==> config.mk <==
export PLATFORM = sky130hd
export DESIGN_NAME = sctl_regfile
export DESIGN_NICKNAME = d
export VERILOG_FILES = /design/src/rtl/sctl_pkg.sv /design/src/rtl/sctl_decode.sv /design/src/rtl/sctl_lock_gate.sv /design/src/rtl/sctl_flag_bank.sv /design/src/rtl/sctl_regfile.sv
export SDC_FILE = /design/constraint.sdc
export NUM_CORES = 1
export LEC_CHECK = 0
export BUFFER_PORTS_ARGS = -buffer_cell sky130_fd_sc_hd__buf_2
export CAP_MARGIN = 5
export CORE_MARGIN = 2
export CORE_UTILIZATION = 40
export DETAILED_ROUTE_END_ITERATION = 12
export PLACE_DENSITY_LB_ADDON = 0.15
export SYNTH_ARGS = -nofsm -noshare
export SYNTH_HDL_FRONTEND = slang
export SYNTH_SLANG_ARGS = --single-unit
==> constraint.sdc <==
create_clock -name clk -period 7.24 [get_ports clk]
set_input_delay 1.448 -clock clk [delete_from_list [all_inputs] [get_ports clk]]
set_output_delay 1.448 -clock clk [all_outputs]
set_load 0.1 [all_outputs]
==> src/rtl/sctl_pkg.sv <==
`timescale 1ns/1ps
package sctl_pkg;

   localparam int DW = 32;

   // word indices (byte offset / 4) whose position software depends on
   localparam int W_ID   = 0;
   localparam int W_LED  = 2;
   localparam int W_LOCK = 8;
   localparam int W_CFGA = 10;
   localparam int W_CFGB = 11;
   localparam int W_VSET = 12;
   localparam int W_VCLR = 13;
   localparam int W_NSET = 14;
   localparam int W_NCLR = 15;
   localparam int W_RCTL = 16;
   localparam int W_PCI  = 17;
   localparam int W_LCD  = 20;
   localparam int W_PID0 = 33;
   localparam int W_PID1 = 34;

   localparam logic [DW-1:0] C_PCI  = 32'h0000_0001;
   localparam logic [DW-1:0] C_LCD  = 32'h0000_1000;
   localparam logic [DW-1:0] C_PID0 = 32'h0200_0000;
   localparam logic [DW-1:0] C_PID1 = 32'hFF00_0000;

   typedef struct packed {
      logic known;
      logic id;
      logic led;
      logic lock;
      logic cfga;
      logic cfgb;
      logic vset;
      logic vclr;
      logic nset;
      logic nclr;
      logic rctl;
      logic pci;
      logic lcd;
      logic pid0;
      logic pid1;
   } sel_t;

   function automatic logic word_known(input logic [31:0] w);
      return (w <= 32'd29) || (w >= 32'd32 && w <= 32'd39) ||
             (w >= 32'd48 && w <= 32'd52);
   endfunction

endpackage

==> src/rtl/sctl_decode.sv <==
`timescale 1ns/1ps
module sctl_decode
   import sctl_pkg::*;
#(
   parameter int ADDR_W          = 12,
   parameter bit ERR_ON_MISALIGN = 1'b1
) (
   input  logic [ADDR_W-1:0] addr,
   output sel_t              sel
);
   localparam int WI_W = ADDR_W - 2;

   logic [WI_W-1:0] widx;
   logic            align_ok;

   assign widx = addr[ADDR_W-1:2];

   generate
      if (ERR_ON_MISALIGN) begin : g_strict
         assign align_ok = (addr[1:0] == 2'b00);
      end else begin : g_loose
         logic [1:0] unused_lsb;
         assign unused_lsb = addr[1:0];
         assign align_ok   = 1'b1;
      end
   endgenerate

   always_comb begin
      sel = '0;
      if (align_ok) begin
         sel.known = word_known(32'(widx));
         sel.id    = (widx == WI_W'(W_ID));
         sel.led   = (widx == WI_W'(W_LED));
         sel.lock  = (widx == WI_W'(W_LOCK));
         sel.cfga  = (widx == WI_W'(W_CFGA));
         sel.cfgb  = (widx == WI_W'(W_CFGB));
         sel.vset  = (widx == WI_W'(W_VSET));
         sel.vclr  = (widx == WI_W'(W_VCLR));
         sel.nset  = (widx == WI_W'(W_NSET));
         sel.nclr  = (widx == WI_W'(W_NCLR));
         sel.rctl  = (widx == WI_W'(W_RCTL));
         sel.pci   = (widx == WI_W'(W_PCI));
         sel.lcd   = (widx == WI_W'(W_LCD));
         sel.pid0  = (widx == WI_W'(W_PID0));
         sel.pid1  = (widx == WI_W'(W_PID1));
      end
   end
endmodule

==> src/rtl/sctl_lock_gate.sv <==
`timescale 1ns/1ps
module sctl_lock_gate #(
   parameter logic [15:0] KEY = 16'hA05F
) (
   input  logic        clk,
   input  logic        rst_n,
   input  logic        wr_en,
   input  logic [31:0] wdata,
   output logic [15:0] lock_q,
   output logic        unlocked
);
   logic exact;

   assign exact    = (wdata == {16'h0000, KEY});
   assign unlocked = (lock_q == KEY);

   always_ff @(posedge clk) begin
      if (!rst_n)
         lock_q <= '0;
      else if (wr_en)
         lock_q <= exact ? KEY : {1'b0, wdata[14:0]};
   end

   AST_LOCK_TOP_BIT: assert property (@(posedge clk) disable iff (!rst_n)
      lock_q[15] |-> (lock_q == KEY));
   AST_LOCK_KEY_OPENS: assert property (@(posedge clk) disable iff (!rst_n)
      ($past(rst_n) && $past(wr_en) && $past(wdata) == {16'h0000, KEY}) |-> unlocked);
endmodule

==> src/rtl/sctl_flag_bank.sv <==
`timescale 1ns/1ps
module sctl_flag_bank #(
   parameter int           W    = 32,
   parameter logic [W-1:0] INIT = '0
) (
   input  logic         clk,
   input  logic         rst_n,
   input  logic         set_en,
   input  logic         clr_en,
   input  logic [W-1:0] data,
   output logic [W-1:0] q
);
   always_ff @(posedge clk) begin
      if (!rst_n)
         q <= INIT;
      else if (set_en)
         q <= q | data;
      else if (clr_en)
         q <= q & ~data;
   end

   AST_FLAG_SET_STICKS: assert property (@(posedge clk) disable iff (!rst_n)
      ($past(rst_n) && $past(set_en)) |-> ((q & $past(data)) == $past(data)));
   AST_FLAG_CLR_DROPS: assert property (@(posedge clk) disable iff (!rst_n)
      ($past(rst_n) && $past(clr_en) && !$past(set_en)) |-> ((q & $past(data)) == '0));
endmodule

==> src/rtl/sctl_regfile.sv <==
`timescale 1ns/1ps
module sctl_regfile
   import sctl_pkg::*;
#(
   parameter int                ADDR_W          = 12,
   parameter logic [31:0]       BOARD_ID        = 32'h0000_0000,
   parameter int                FLAG_W          = 32,
   parameter logic [FLAG_W-1:0] VFLAG_INIT      = FLAG_W'(3),
   parameter logic [15:0]       LOCK_KEY        = 16'hA05F,
   parameter int                REQ_BIT         = 8,
   parameter bit                ERR_ON_MISALIGN = 1'b1
) (
   input  logic              clk,
   input  logic              rst_n,
   input  logic              por_n,
   input  logic [ADDR_W-1:0] bus_addr,
   input  logic              bus_wr,
   input  logic [31:0]       bus_wdata,
   input  logic              bus_rd,
   output logic [31:0]       bus_rdata,
   output logic              reset_req,
   output logic              bad_access
);
   localparam int NBANK = 2;

   generate
      if (ADDR_W < 8 || ADDR_W > 32) begin : g_bad_addr_w
         $error("sctl_regfile: ADDR_W must be within 8..32");
      end
      if (FLAG_W < 2 || FLAG_W > DW) begin : g_bad_flag_w
         $error("sctl_regfile: FLAG_W must be within 2..32");
      end
      if (REQ_BIT < 0 || REQ_BIT >= DW) begin : g_bad_req_bit
         $error("sctl_regfile: REQ_BIT out of range");
      end
   endgenerate

   sel_t        sel;
   logic [15:0] lock_q;
   logic        unlocked;
   logic [31:0] led_q, cfga_q, cfgb_q, rctl_q;
   logic        req_q, err_q;
   logic        rctl_take;

   logic [NBANK-1:0] bank_rst, bank_set, bank_clr;
   logic [FLAG_W-1:0] bank_q [NBANK];

   sctl_decode #(.ADDR_W(ADDR_W), .ERR_ON_MISALIGN(ERR_ON_MISALIGN)) u_dec (
      .addr (bus_addr),
      .sel  (sel)
   );

   sctl_lock_gate #(.KEY(LOCK_KEY)) u_lock (
      .clk      (clk),
      .rst_n    (rst_n),
      .wr_en    (bus_wr && sel.lock),
      .wdata    (bus_wdata),
      .lock_q   (lock_q),
      .unlocked (unlocked)
   );

   // bank 0: volatile flags on rst_n; bank 1: non-volatile flags on por_n
   assign bank_rst = {por_n, rst_n};
   assign bank_set = {bus_wr && sel.nset, bus_wr && sel.vset};
   assign bank_clr = {bus_wr && sel.nclr, bus_wr && sel.vclr};

   generate
      for (genvar gi = 0; gi < NBANK; gi++) begin : g_bank
         localparam logic [FLAG_W-1:0] B_INIT = (gi == 0) ? VFLAG_INIT : '0;
         sctl_flag_bank #(.W(FLAG_W), .INIT(B_INIT)) u_bank (
            .clk    (clk),
            .rst_n  (bank_rst[gi]),
            .set_en (bank_set[gi]),
            .clr_en (bank_clr[gi]),
            .data   (bus_wdata[FLAG_W-1:0]),
            .q      (bank_q[gi])
         );
      end
   endgenerate

   assign rctl_take = bus_wr && sel.rctl && unlocked;

   always_ff @(posedge clk) begin
      if (!rst_n) begin
         led_q  <= '0;
         cfga_q <= '0;
         cfgb_q <= '0;
         rctl_q <= '0;
         req_q  <= 1'b0;
         err_q  <= 1'b0;
      end else begin
         if (bus_wr && sel.led)  led_q  <= bus_wdata;
         if (bus_wr && sel.cfga) cfga_q <= bus_wdata;
         if (bus_wr && sel.cfgb) cfgb_q <= bus_wdata;
         if (rctl_take)          rctl_q <= bus_wdata;
         req_q <= rctl_take && bus_wdata[REQ_BIT];
         err_q <= (bus_wr || bus_rd) && !sel.known;
      end
   end

   always_comb begin
      bus_rdata = '0;
      if (bus_rd) begin
         if (sel.id)        bus_rdata = BOARD_ID;
         else if (sel.led)  bus_rdata = led_q;
         else if (sel.lock) bus_rdata = {16'h0000, lock_q};
         else if (sel.cfga) bus_rdata = cfga_q;
         else if (sel.cfgb) bus_rdata = cfgb_q;
         else if (sel.vset) bus_rdata = 32'(bank_q[0]);
         else if (sel.nset) bus_rdata = 32'(bank_q[1]);
         else if (sel.rctl) bus_rdata = rctl_q;
         else if (sel.pci)  bus_rdata = C_PCI;
         else if (sel.lcd)  bus_rdata = C_LCD;
         else if (sel.pid0) bus_rdata = C_PID0;
         else if (sel.pid1) bus_rdata = C_PID1;
      end
   end

   assign reset_req  = req_q;
   assign bad_access = err_q;

   AST_RCTL_LOCKED_HOLD: assert property (@(posedge clk) disable iff (!rst_n)
      (bus_wr && sel.rctl && !unlocked) |=> $stable(rctl_q));
   AST_REQ_HAS_CAUSE: assert property (@(posedge clk) disable iff (!rst_n)
      reset_req |-> ($past(bus_wr) && $past(sel.rctl) && $past(unlocked) && $past(bus_wdata[REQ_BIT])));
   AST_ERR_HAS_CAUSE: assert property (@(posedge clk) disable iff (!rst_n)
      bad_access |-> (($past(bus_wr) || $past(bus_rd)) && !$past(sel.known)));
   AST_IDLE_READ_ZERO: assert property (@(posedge clk) disable iff (!rst_n)
      !bus_rd |-> (bus_rdata == '0));
endmodule

==> out/qor.csv <==
metric;value;unit
post-route-util;46.45;%
hold_path_class;register to register;
htreeDepth;1;
ir_worst_vdd;141.2;uV
avgSynthCellArea;8.372;sq um
clock_skew;7.223;ps
final_cell_mix;nand2_1, dfxtp_1, a21boi_1;
worst_pin_slew;1147;ps
grt_pass1_vias;8553;
reg2reg_depth;6;
startpoint;bus_addr[1];
grt_use_total;24.79;%
async_flop_share;0;%
fmax;167.3;MHz
syn_to_final_growth;13.43;%
ys_seq_area_share;42.09;%
power.leakage;3.703;nW
synth_top_family_by_area;compound AO/OA/AOI/OAI gates;
die_h;162.0;microns
slew_viol_final;0;
cp-end-kind;primary output;
maxSlewHeadroom;23.54;%
pin_count;83;
synth_area;9988;sq um
gp_congestion;0.8268;
portBuffers;82;
yosysWarnings;0;
synth_edf_count;0;
design.core.area;24390;sq um
viasPerCell;5.911;
start_util;40.95;%
cts.sinks;210;
drv_cap;0;
vias;9074;
required;5790;ps
period_minus_slack;5979;ps
drc_errors;0;
nNetsFinal;1241;
core.rowCount;57;
synth_compound_area_share;25.87;%
syn_inst;1193;
antenna_found_initial;1;
wirelength;33090;microns
first_pass_iters;5;
layout_commonest_cell;nand2_1;
fin_crit_sh;82.58;%
synth_flop_cell;dfxtp_1;
power.total;2.549;mW
grt_pass1_wl;51330;microns
cp-start-kind;primary input;
die_w;162.0;microns
drt_iter0_drc;815;
cts.clk_slew.worst_paths;60;ps
synthMuxAreaShare;4.923;%
drtAntennaViolNets;0;
finalHoldViolCount;0;
cts_root_buf;clkbuf_16;
r2r-start;u_lock.lock_q[4];
cts_buffers;25;
cts_tree;yes;
cts.path.max_buffers;3;
drive_above_1_share;14.12;%
synth-xor-area-share;0.08769;%
cts_resized;0;
reg2reg_slack;5220;ps
syn-num-nets;1242;
cts-hold-fix-buffers;0;
status;finished clean;
rsz0062_at_grt;no;
arrival;4530;ps
dieArea;26250;sq um
ys_types;57;
fin_tns_setup;0;ps
critPathMaxFanout;17;
insertion_delay;520;ps
finalSetupViolCount;0;
synth-seq-cells;210;
p_per_area;225.0;nW/um^2
critPathKind;primary input to primary output;
hold_depth;2;
dp_hpwl;20310;microns
diodes;0;
wl_per_cell;21.56;microns
grt_max_degree;115;
holdWs;448.8;ps
postCtsSetupRepairBufs;0;
r2r_end;rctl_q[13];
synth_fa_ha_area_share;0;%
synth_simple_gate_area_share;21.47;%
crit_path_end;bus_rdata[29];
grt_overflow;0;
[critical path, cell delays in order]
cell and delay (ps):
buf_2 110, nor4_2 750, nand2_1 120, buf_4 250
nor3_1 910, a222oi_1 240, o22ai_1 230, buf_2 460
[cell families (layout without fill, tap and decap cells)]
| group | after synthesis | in the layout |
|---|---|---|
| buffers and inverters | 136 | 154 |
| AO/OA/AOI/OAI | 327 | 327 |
| XOR/XNOR | 1 | 1 |
| AND/OR/NAND/NOR | 470 | 470 |
| flip-flops | 210 | 210 |
| multiplexers | 49 | 49 |
[Yosys cell counts (2+ instances only)]
cell type / count / area share, %
or4_1: 3 / 0.23
buf_2: 21 / 1.1
o21ai_1: 13 / 0.65
and2_1: 3 / 0.19
buf_1: 8 / 0.30
nor4_4: 2 / 0.43
o21a_1: 3 / 0.23
nor2b_1: 35 / 2.2
dfxtp_1: 210 / 42
nand3b_1: 2 / 0.15
a32o_1: 62 / 6.2
a222oi_1: 15 / 1.5
or3_1: 2 / 0.13
mux2i_1: 48 / 4.8
o221ai_1: 29 / 2.5
or4_4: 2 / 0.23
nor4_2: 2 / 0.25
nor4b_1: 3 / 0.26
a41o_1: 2 / 0.20
nor4bb_1: 2 / 0.20
o21ai_0: 9 / 0.45
buf_4: 3 / 0.23
nand4_1: 6 / 0.38
and3_1: 4 / 0.25
o22ai_1: 30 / 1.9
a31oi_1: 15 / 0.94
nor4_1: 8 / 0.50
a2bb2oi_1: 9 / 0.79
nand2_1: 329 / 12
and4_1: 4 / 0.35
a21boi_1: 96 / 7.2
o211ai_1: 2 / 0.15
o21ai_2: 6 / 0.53
nor3b_1: 2 / 0.15
nand2b_1: 11 / 0.69
a21oi_1: 20 / 1.0
nor3_1: 5 / 0.25
a211oi_1: 2 / 0.15
nand3_1: 23 / 1.2
nor2_1: 17 / 0.64
clkbuf_1: 103 / 3.9
o221a_1: 7 / 0.79
[worst min-delay path by stage]
stage | from | end
6_report | led_q[21] | led_q[21]
3_5_place_dp | led_q[21] | led_q[21]
5_1_grt | cfga_q[18] | cfga_q[18]
4_1_cts | led_q[21] | led_q[21]
2_1_floorplan | cfgb_q[25] | cfgb_q[25]
3_3_place_gp | cfga_q[21] | cfga_q[21]
[area by class of cell]
| class | count | area [sq um] |
|---|---|---|
| Fill cell | 2404 | 13060 |
| Multi-Input combinational cell | 847 | 5285 |
| Sequential cell | 210 | 4204 |
| Clock buffer | 34 | 709.4 |
| Timing Repair Buffer | 108 | 608.1 |
| Tap cell | 324 | 405.4 |
| Clock inverter | 12 | 117.6 |
[per-layer routing]
metal	GRT usage, %	vias up	wire length (microns)
met5	0	-	7
met4	7.804	2	998
met3	2.988	66	1774
met2	41.26	322	15500
met1	33.60	4394	14800
li1	-	4290	-
[per-stage QoR]
stage / instances / setup WS [ps] / area, sq um
floorplan: 1193 / 1066 / 9988
global placement: 1489 / 1397 / 10500
detailed placement: 1489 / 1341 / 10500
CTS: 1535 / 1314 / 11330
global route: 1535 / 1128 / 11330
finish: 1535 / 1261 / 11330
[power breakdown]
group / switching (mW) / internal (mW) / leakage, nW
clock network: 0.508 / 0.758 / 0.417
logic: 0.0897 / 0.0364 / 1.59
registers: 0.000131 / 1.16 / 1.69
total: 0.598 / 1.95 / 3.70
No activity file was read; power rests on OpenSTA's default activity.
